## src/rtl/ifr_pkg.sv

```systemverilog
package ifr_pkg;
  typedef enum logic [2:0] {
    SYM_NORM = 3'd0,
    SYM_DATA = 3'd1,
    SYM_CRC  = 3'd2,
    SYM_EOD  = 3'd3,
    SYM_ONES = 3'd4
  } sym_kind_e;

  typedef enum logic [2:0] {
    ST_IDLE,
    ST_NORM,
    ST_DATA,
    ST_CRC,
    ST_EOD,
    ST_ONES
  } seq_state_e;
endpackage

```

## src/rtl/ifr_rst_sync.sv

```systemverilog
module ifr_rst_sync (
  input  logic clk,
  input  logic rst_n_in,
  output logic rst_n_out
);
  logic [1:0] sync_q;

  always_ff @(posedge clk or negedge rst_n_in) begin
    if (!rst_n_in) sync_q <= 2'b00;
    else           sync_q <= {sync_q[0], 1'b1};
  end

  assign rst_n_out = sync_q[1];
endmodule

```

## src/rtl/ifr_req_ctrl.sv

```systemverilog
module ifr_req_ctrl (
  input  logic clk,
  input  logic rst_n,
  input  logic seq_idle,
  input  logic rx_in_frame,
  input  logic set_crc,
  input  logic set_nocrc,
  input  logic set_end,
  input  logic clr_req,
  input  logic arb_set,
  input  logic clr_arb,
  output logic req_crc,
  output logic req_nocrc,
  output logic end_req,
  output logic arb_flag
);
  logic crc_q, crc_d, nocrc_q, nocrc_d, end_q, end_d, arb_q, arb_d;
  logic arm_ok;

  assign arm_ok = seq_idle && rx_in_frame;

  always_comb begin
    crc_d   = crc_q;
    nocrc_d = nocrc_q;
    end_d   = end_q;
    arb_d   = arb_q;
    if (clr_req) begin
      crc_d   = 1'b0;
      nocrc_d = 1'b0;
      end_d   = 1'b0;
    end else begin
      if (set_crc && arm_ok)      crc_d   = 1'b1;
      if (set_nocrc && arm_ok)    nocrc_d = 1'b1;
      if (set_end && !seq_idle)   end_d   = 1'b1;
    end
    if (arb_set)      arb_d = 1'b1;
    else if (clr_arb) arb_d = 1'b0;
  end

  always_ff @(posedge clk or negedge rst_n) begin
    if (!rst_n) begin
      crc_q   <= 1'b0;
      nocrc_q <= 1'b0;
      end_q   <= 1'b0;
      arb_q   <= 1'b0;
    end else begin
      crc_q   <= crc_d;
      nocrc_q <= nocrc_d;
      end_q   <= end_d;
      arb_q   <= arb_d;
    end
  end

  assign req_crc   = crc_q;
  assign req_nocrc = nocrc_q;
  assign end_req   = end_q;
  assign arb_flag  = arb_q;
endmodule

```

## src/rtl/ifr_data_hold.sv

```systemverilog
module ifr_data_hold #(
  parameter int DATA_W = 8
) (
  input  logic              clk,
  input  logic              rst_n,
  input  logic              wr,
  input  logic [DATA_W-1:0] wdata,
  input  logic              take,
  input  logic              flush,
  output logic              full,
  output logic [DATA_W-1:0] data
);
  logic              full_q, full_d;
  logic [DATA_W-1:0] data_q;

  always_comb begin
    full_d = full_q;
    if (wr)                 full_d = 1'b1;
    else if (take || flush) full_d = 1'b0;
  end

  always_ff @(posedge clk or negedge rst_n) begin
    if (!rst_n) full_q <= 1'b0;
    else        full_q <= full_d;
  end

  always_ff @(posedge clk or negedge rst_n) begin
    if (!rst_n)  data_q <= '0;
    else if (wr) data_q <= wdata;
  end

  assign full = full_q;
  assign data = data_q;
endmodule

```

## src/rtl/ifr_seq_fsm.sv

```systemverilog
module ifr_seq_fsm #(
  parameter int DATA_W    = 8,
  parameter int TAIL_BITS = 2,
  localparam int BIT_W    = $clog2(DATA_W)
) (
  input  logic              clk,
  input  logic              rst_n,
  input  logic              eod_rx,
  input  logic              crc_ok,
  input  logic              req_crc,
  input  logic              req_nocrc,
  input  logic              end_req,
  input  logic              hold_full,
  input  logic [DATA_W-1:0] hold_data,
  input  logic              bus_err,
  input  logic              arb_lost,
  input  logic [BIT_W-1:0]  arb_bit,
  input  logic              sym_ack,
  output logic              sym_req,
  output logic [2:0]        sym_kind,
  output logic [DATA_W-1:0] sym_byte,
  output logic              take,
  output logic              flush,
  output logic              clr_req,
  output logic              arb_set,
  output logic              tdre_irq,
  output logic              seq_idle
);
  import ifr_pkg::*;

  localparam logic [BIT_W-1:0] TAIL_START = BIT_W'(DATA_W - TAIL_BITS);

  seq_state_e        state_q, state_d;
  logic              mode_q, mode_d;
  logic              tdre_q, tdre_d;
  logic              reload;
  logic [DATA_W-1:0] shift_q;

  always_comb begin
    state_d = state_q;
    mode_d  = mode_q;
    tdre_d  = 1'b0;
    take    = 1'b0;
    flush   = 1'b0;
    clr_req = 1'b0;
    arb_set = 1'b0;
    reload  = 1'b0;
    unique case (state_q)
      ST_IDLE: begin
        if (eod_rx) begin
          if (crc_ok && (req_crc || req_nocrc)) begin
            state_d = ST_NORM;
            mode_d  = req_crc;
          end else begin
            clr_req = 1'b1;
          end
        end
      end
      ST_NORM: begin
        if (bus_err) begin
          clr_req = 1'b1;
          state_d = ST_IDLE;
        end else if (sym_ack) begin
          reload = 1'b1;
        end
      end
      ST_DATA, ST_CRC: begin
        if (bus_err) begin
          clr_req = 1'b1;
          flush   = 1'b1;
          state_d = ST_IDLE;
        end else if (arb_lost) begin
          arb_set = 1'b1;
          clr_req = 1'b1;
          flush   = 1'b1;
          state_d = (arb_bit >= TAIL_START) ? ST_ONES : ST_IDLE;
        end else if (sym_ack) begin
          if (state_q == ST_DATA) reload  = 1'b1;
          else                    state_d = ST_EOD;
        end
      end
      ST_EOD: begin
        if (bus_err || sym_ack) begin
          clr_req = 1'b1;
          state_d = ST_IDLE;
        end
      end
      ST_ONES: begin
        if (bus_err || sym_ack) state_d = ST_IDLE;
      end
      default: state_d = ST_IDLE;
    endcase

    if (reload) begin
      if (hold_full) begin
        take    = 1'b1;
        tdre_d  = !end_req;
        state_d = ST_DATA;
      end else if (end_req) begin
        state_d = mode_q ? ST_CRC : ST_EOD;
      end else begin
        clr_req = 1'b1;
        state_d = ST_IDLE;
      end
    end
  end

  always_ff @(posedge clk or negedge rst_n) begin
    if (!rst_n) begin
      state_q <= ST_IDLE;
      mode_q  <= 1'b0;
      tdre_q  <= 1'b0;
    end else begin
      state_q <= state_d;
      mode_q  <= mode_d;
      tdre_q  <= tdre_d;
    end
  end

  always_ff @(posedge clk or negedge rst_n) begin
    if (!rst_n)    shift_q <= '0;
    else if (take) shift_q <= hold_data;
  end

  always_comb begin
    unique case (state_q)
      ST_NORM: sym_kind = SYM_NORM;
      ST_DATA: sym_kind = SYM_DATA;
      ST_CRC:  sym_kind = SYM_CRC;
      ST_EOD:  sym_kind = SYM_EOD;
      ST_ONES: sym_kind = SYM_ONES;
      default: sym_kind = SYM_NORM;
    endcase
  end

  assign sym_req  = (state_q != ST_IDLE);
  assign seq_idle = (state_q == ST_IDLE);
  assign sym_byte = shift_q;
  assign tdre_irq = tdre_q;
endmodule

```

## src/rtl/ifr_tx_seq.sv

```systemverilog
module ifr_tx_seq #(
  parameter int DATA_W    = 8,
  parameter int TAIL_BITS = 2,
  localparam int BIT_W    = $clog2(DATA_W)
) (
  input  logic              clk,
  input  logic              rst_n,
  input  logic              host_wr,
  input  logic [DATA_W-1:0] host_wdata,
  input  logic              host_set_crc_req,
  input  logic              host_set_nocrc_req,
  input  logic              host_set_end,
  input  logic              host_clr_arb,
  input  logic              rx_in_frame,
  input  logic              eod_rx,
  input  logic              crc_ok,
  input  logic              bus_err,
  input  logic              arb_lost,
  input  logic [BIT_W-1:0]  arb_bit,
  input  logic              sym_ack,
  output logic              sym_req,
  output logic [2:0]        sym_kind,
  output logic [DATA_W-1:0] sym_byte,
  output logic              req_crc,
  output logic              req_nocrc,
  output logic              arb_lost_flag,
  output logic              tdre_irq
);
  logic              rst_s;
  logic              seq_idle, end_req, clr_req, arb_set;
  logic              take, flush, hold_full;
  logic [DATA_W-1:0] hold_data;

  ifr_rst_sync rst_sync_i (
    .clk       (clk),
    .rst_n_in  (rst_n),
    .rst_n_out (rst_s)
  );

  ifr_req_ctrl req_ctrl_i (
    .clk         (clk),
    .rst_n       (rst_s),
    .seq_idle    (seq_idle),
    .rx_in_frame (rx_in_frame),
    .set_crc     (host_set_crc_req),
    .set_nocrc   (host_set_nocrc_req),
    .set_end     (host_set_end),
    .clr_req     (clr_req),
    .arb_set     (arb_set),
    .clr_arb     (host_clr_arb),
    .req_crc     (req_crc),
    .req_nocrc   (req_nocrc),
    .end_req     (end_req),
    .arb_flag    (arb_lost_flag)
  );

  ifr_data_hold #(.DATA_W(DATA_W)) hold_i (
    .clk   (clk),
    .rst_n (rst_s),
    .wr    (host_wr),
    .wdata (host_wdata),
    .take  (take),
    .flush (flush),
    .full  (hold_full),
    .data  (hold_data)
  );

  ifr_seq_fsm #(.DATA_W(DATA_W), .TAIL_BITS(TAIL_BITS)) fsm_i (
    .clk       (clk),
    .rst_n     (rst_s),
    .eod_rx    (eod_rx),
    .crc_ok    (crc_ok),
    .req_crc   (req_crc),
    .req_nocrc (req_nocrc),
    .end_req   (end_req),
    .hold_full (hold_full),
    .hold_data (hold_data),
    .bus_err   (bus_err),
    .arb_lost  (arb_lost),
    .arb_bit   (arb_bit),
    .sym_ack   (sym_ack),
    .sym_req   (sym_req),
    .sym_kind  (sym_kind),
    .sym_byte  (sym_byte),
    .take      (take),
    .flush     (flush),
    .clr_req   (clr_req),
    .arb_set   (arb_set),
    .tdre_irq  (tdre_irq),
    .seq_idle  (seq_idle)
  );
endmodule

```

## config.mk

```make
export PLATFORM = sky130hd
export DESIGN_NAME = ifr_tx_seq
export DESIGN_NICKNAME = d
export VERILOG_FILES = /design/src/rtl/ifr_pkg.sv /design/src/rtl/ifr_rst_sync.sv /design/src/rtl/ifr_req_ctrl.sv /design/src/rtl/ifr_data_hold.sv /design/src/rtl/ifr_seq_fsm.sv /design/src/rtl/ifr_tx_seq.sv
export SDC_FILE = /design/constraint.sdc
export NUM_CORES = 1
export LEC_CHECK = 0
export ABC_AREA = 1
export ABC_CLOCK_PERIOD_IN_PS = 1500
export BUFFER_PORTS_ARGS = -buffer_cell sky130_fd_sc_hd__buf_2
export CORE_AREA = 2 2 56 58
export CTS_BUF_LIST = sky130_fd_sc_hd__clkbuf_8
export CTS_CLUSTER_SIZE = 25
export DETAILED_ROUTE_END_ITERATION = 10
export DIE_AREA = 0 0 58 60
export PLACE_DENSITY = 0.85
export SLEW_MARGIN = 20
export SYNTH_ARGS = -nofsm -noshare
export SYNTH_HDL_FRONTEND = slang
export SYNTH_HIERARCHICAL = 1
export SYNTH_SLANG_ARGS = --single-unit
```

## constraint.sdc

```tcl
create_clock -name clk -period 1.5 [get_ports clk]
set_input_delay 0.375 -clock clk [delete_from_list [all_inputs] [get_ports clk]]
set_output_delay 0.375 -clock clk [all_outputs]
set_load 0.02 [all_outputs]
```

==> out/qor.csv <==
metric,value,unit
num_vias,1446,
clkSlewWorstSetupHoldPaths,90,ps
hold_class,reg2async,
path_class,reg2out,
drtIter0Drc,68,
grt_pass1_vias,1266,
grt_pass1_wl,5490,um
core,2900,um2
min_period,1790,ps
rr_endpoint,fsm_i/sym_byte[0],
startpoint_type,flop,
drt.antenna.violating_nets,0,
synth.most_common_cell,nand2_1,
cts_buffers,3,
areaGrowthSynthToFinish,47.3,%
synth_nets,207,
crit_slowest_cell,dfrtp_2,
netlist_top_cells_area,"dfrtp_1 49%, nand2_1 17%, o21ai_2 5.5%",
grtUsageTotal,0.211,
fin_total_pwr,4.11,mW
synth_top_area_cell,dfrtp_1,
grt_max_degree,23,
async_flop_share,1.00,
slowest_delay,450,ps
multi_input_area,768,um2
port-buffer-count,38,
clockRootBuffer,clkbuf_8,
ios,40,
synth_top_flop_cell,dfrtp_1,
ys_ff_latch,28,
wl_per_cell,13.6,um
setup_viol,19,
powerDensity,1940,nW/um2
total_leakage_power,1.14,nW
place_congestion,0.851,
yosys-top-cells-count,"67 x nand2_1, 28 x dfrtp_1, 17 x inv_1",
arrival,1410,ps
htreeDepth,1,
yosysWarnings,6,
antenna_found_initial,0,
die-area,3480,um2
slew_viol_final,0,
diodes,0,
reg2reg_depth,11,
cp.required,1120,ps
failed_checks,negative setup slack,
cp_common_cell,nor2_4,
seq_area,702,um2
post-dp-hpwl,2360,um
worst_slack,-286,ps
synth_top_area_share,0.487,
yosysSeqAreaShare,0.487,
rrSetupSlack,-240,ps
grt_remaining_overflow,0,
fillers,194,
setup_tns,-3630,ps
synth.avg_cell_area,7.99,um2
dr.pass1.iters,4,
drt-total-wl,3800,um
synth_edf_count,0,
synth_cells,180,
fmax,560,MHz
drive_gt1_frac,0.490,
drc,0,
r2r_start,fsm_i/state_q[1],
cts_tree,yes,
syn_area,1440,um2
cp-end-kind,output pin,
ir_drop,1.48,mV
fin_crit_sh,1.19,
viasPerCell,5.16,
insertion_delay,270,ps
nets,275,
critical_path.cell_chain,nor2_4 > inv_4 > nor2_4 > inv_2 > a21oi_2 > buf_4,
synth.distinct_cells,22,
grt_setup_unrepaired,yes,
skew,7.94,ps
fp-row-count,20,
die-height,60,um
cp_max_fo,3,
cts_sinks,28,
hold_violations,0,
die_w,58,um
cts_buffer_depth,2,
floorplan.initialDensity,0.496,
status,finished with violations,
cap_viol_max_count,0,
cell usage in the layout, fill, tap and decap left out, drive strengths merged:
cell type / n
clkbuf: 3
nor2: 17
o21bai: 1
nand4: 2
inv: 21
dfrtp: 28
bufinv: 1
ha: 3
conb: 1
dlygate4sd3: 1
a21oi: 7
buf: 65
a31oi: 1
nor3: 3
nand3: 11
nand2: 70
o211ai: 1
o21ai: 11
area by class of cell:
class | instances | share of cell area
clock inverter | 1 | 0.0142
multi-input combinational | 128 | 0.362
tap | 33 | 0.0195
sequential | 28 | 0.331
clock buffer | 3 | 0.0195
timing repair buffer | 66 | 0.214
inverter | 21 | 0.0396
how the worst max path moves through the flow:
stage	from	to	slack (ps)	depth (start not counted)
3_3_place_gp	fsm_i/state_q[1]	sym_kind[2]	-30	5
5_1_grt	fsm_i/state_q[1]	sym_kind[1]	-320	6
2_1_floorplan	fsm_i/state_q[2]	req_ctrl_i/req_crc	-70	12
6_report	fsm_i/state_q[1]	sym_kind[1]	-290	6
3_5_place_dp	fsm_i/state_q[1]	req_ctrl_i/req_crc	-70	9
4_1_cts	fsm_i/state_q[1]	sym_kind[1]	-210	6
worst max-delay path, delay by kind of cell, from the launching register on:
family                 cells  cell delay [ps]
and+or+nand+nor            2              280
DFF                        1              450
AOI/OAI and AO/OA          1              130
buffers and inverters      3              290
registers in the layout (all words and copies together), names as in the netlist:
name                  flops
hold_i/data               8
req_ctrl_i/req_nocrc      1
hold_i/full               1
fsm_i/sym_byte            8
fsm_i/mode_q              1
req_ctrl_i/arb_flag       1
req_ctrl_i/req_crc        1
req_ctrl_i/end_req        1
fsm_i/state_q             3
fsm_i/tdre_irq            1
rst_sync_i/sync_q         2
timing repair:
item | 4_1_cts | 5_1_grt
pin swaps | 5 | 13
endpoints found under the hold margin | 2 | 0
endpoints found under the setup margin | 16 | 20
hold buffers | 1 | 0
resized for setup | 13 | 32
buffers inserted | 6 | 6
gates cloned | 0 | 0
metal layers:
metal  global-route usage  routed length (um)  vias up
met5                    0                   0        -
met4               0.0664                  78        0
met3               0.0260                 161        8
met2                0.357                2030       53
met1                0.285                1530      687
li1                     -                   -      698
report_power, final:
group	total [mW]	switching (mW)	internal (mW)
clock	0.575	0.218	0.357
combinational	2.35	1.35	1.00
sequential	1.18	0.194	0.984
metrics by stage:
| stage | worst slack [ps] | area (um2) | util | cells | hold WS [ps] |
|---|---|---|---|---|---|
| 2_1_floorplan | -71.6 | 1470 | - | 180 | 79.4 |
| 3_3_place_gp | -33.2 | 1810 | 0.622 | 263 | 70.5 |
| 3_5_place_dp | -65.6 | 1810 | 0.622 | 263 | 73.6 |
| 4_1_cts | -212 | 1970 | 0.679 | 274 | 83.0 |
| 5_1_grt | -324 | 2120 | 0.730 | 280 | 97.0 |
| 6_report | -286 | 2120 | 0.730 | 280 | 81.0 |
cell families (layout without fill, tap and decap cells):
group,count (synthesis),count (layout),synth area share
other cells,1,1,0.00261
flops,28,28,0.487
compound gates,21,21,0.101
fa+ha+maj,3,3,0.0261
buf+inv,24,91,0.0783
simple gates,103,103,0.305
Note: power is estimated with default switching activity, not from simulation.
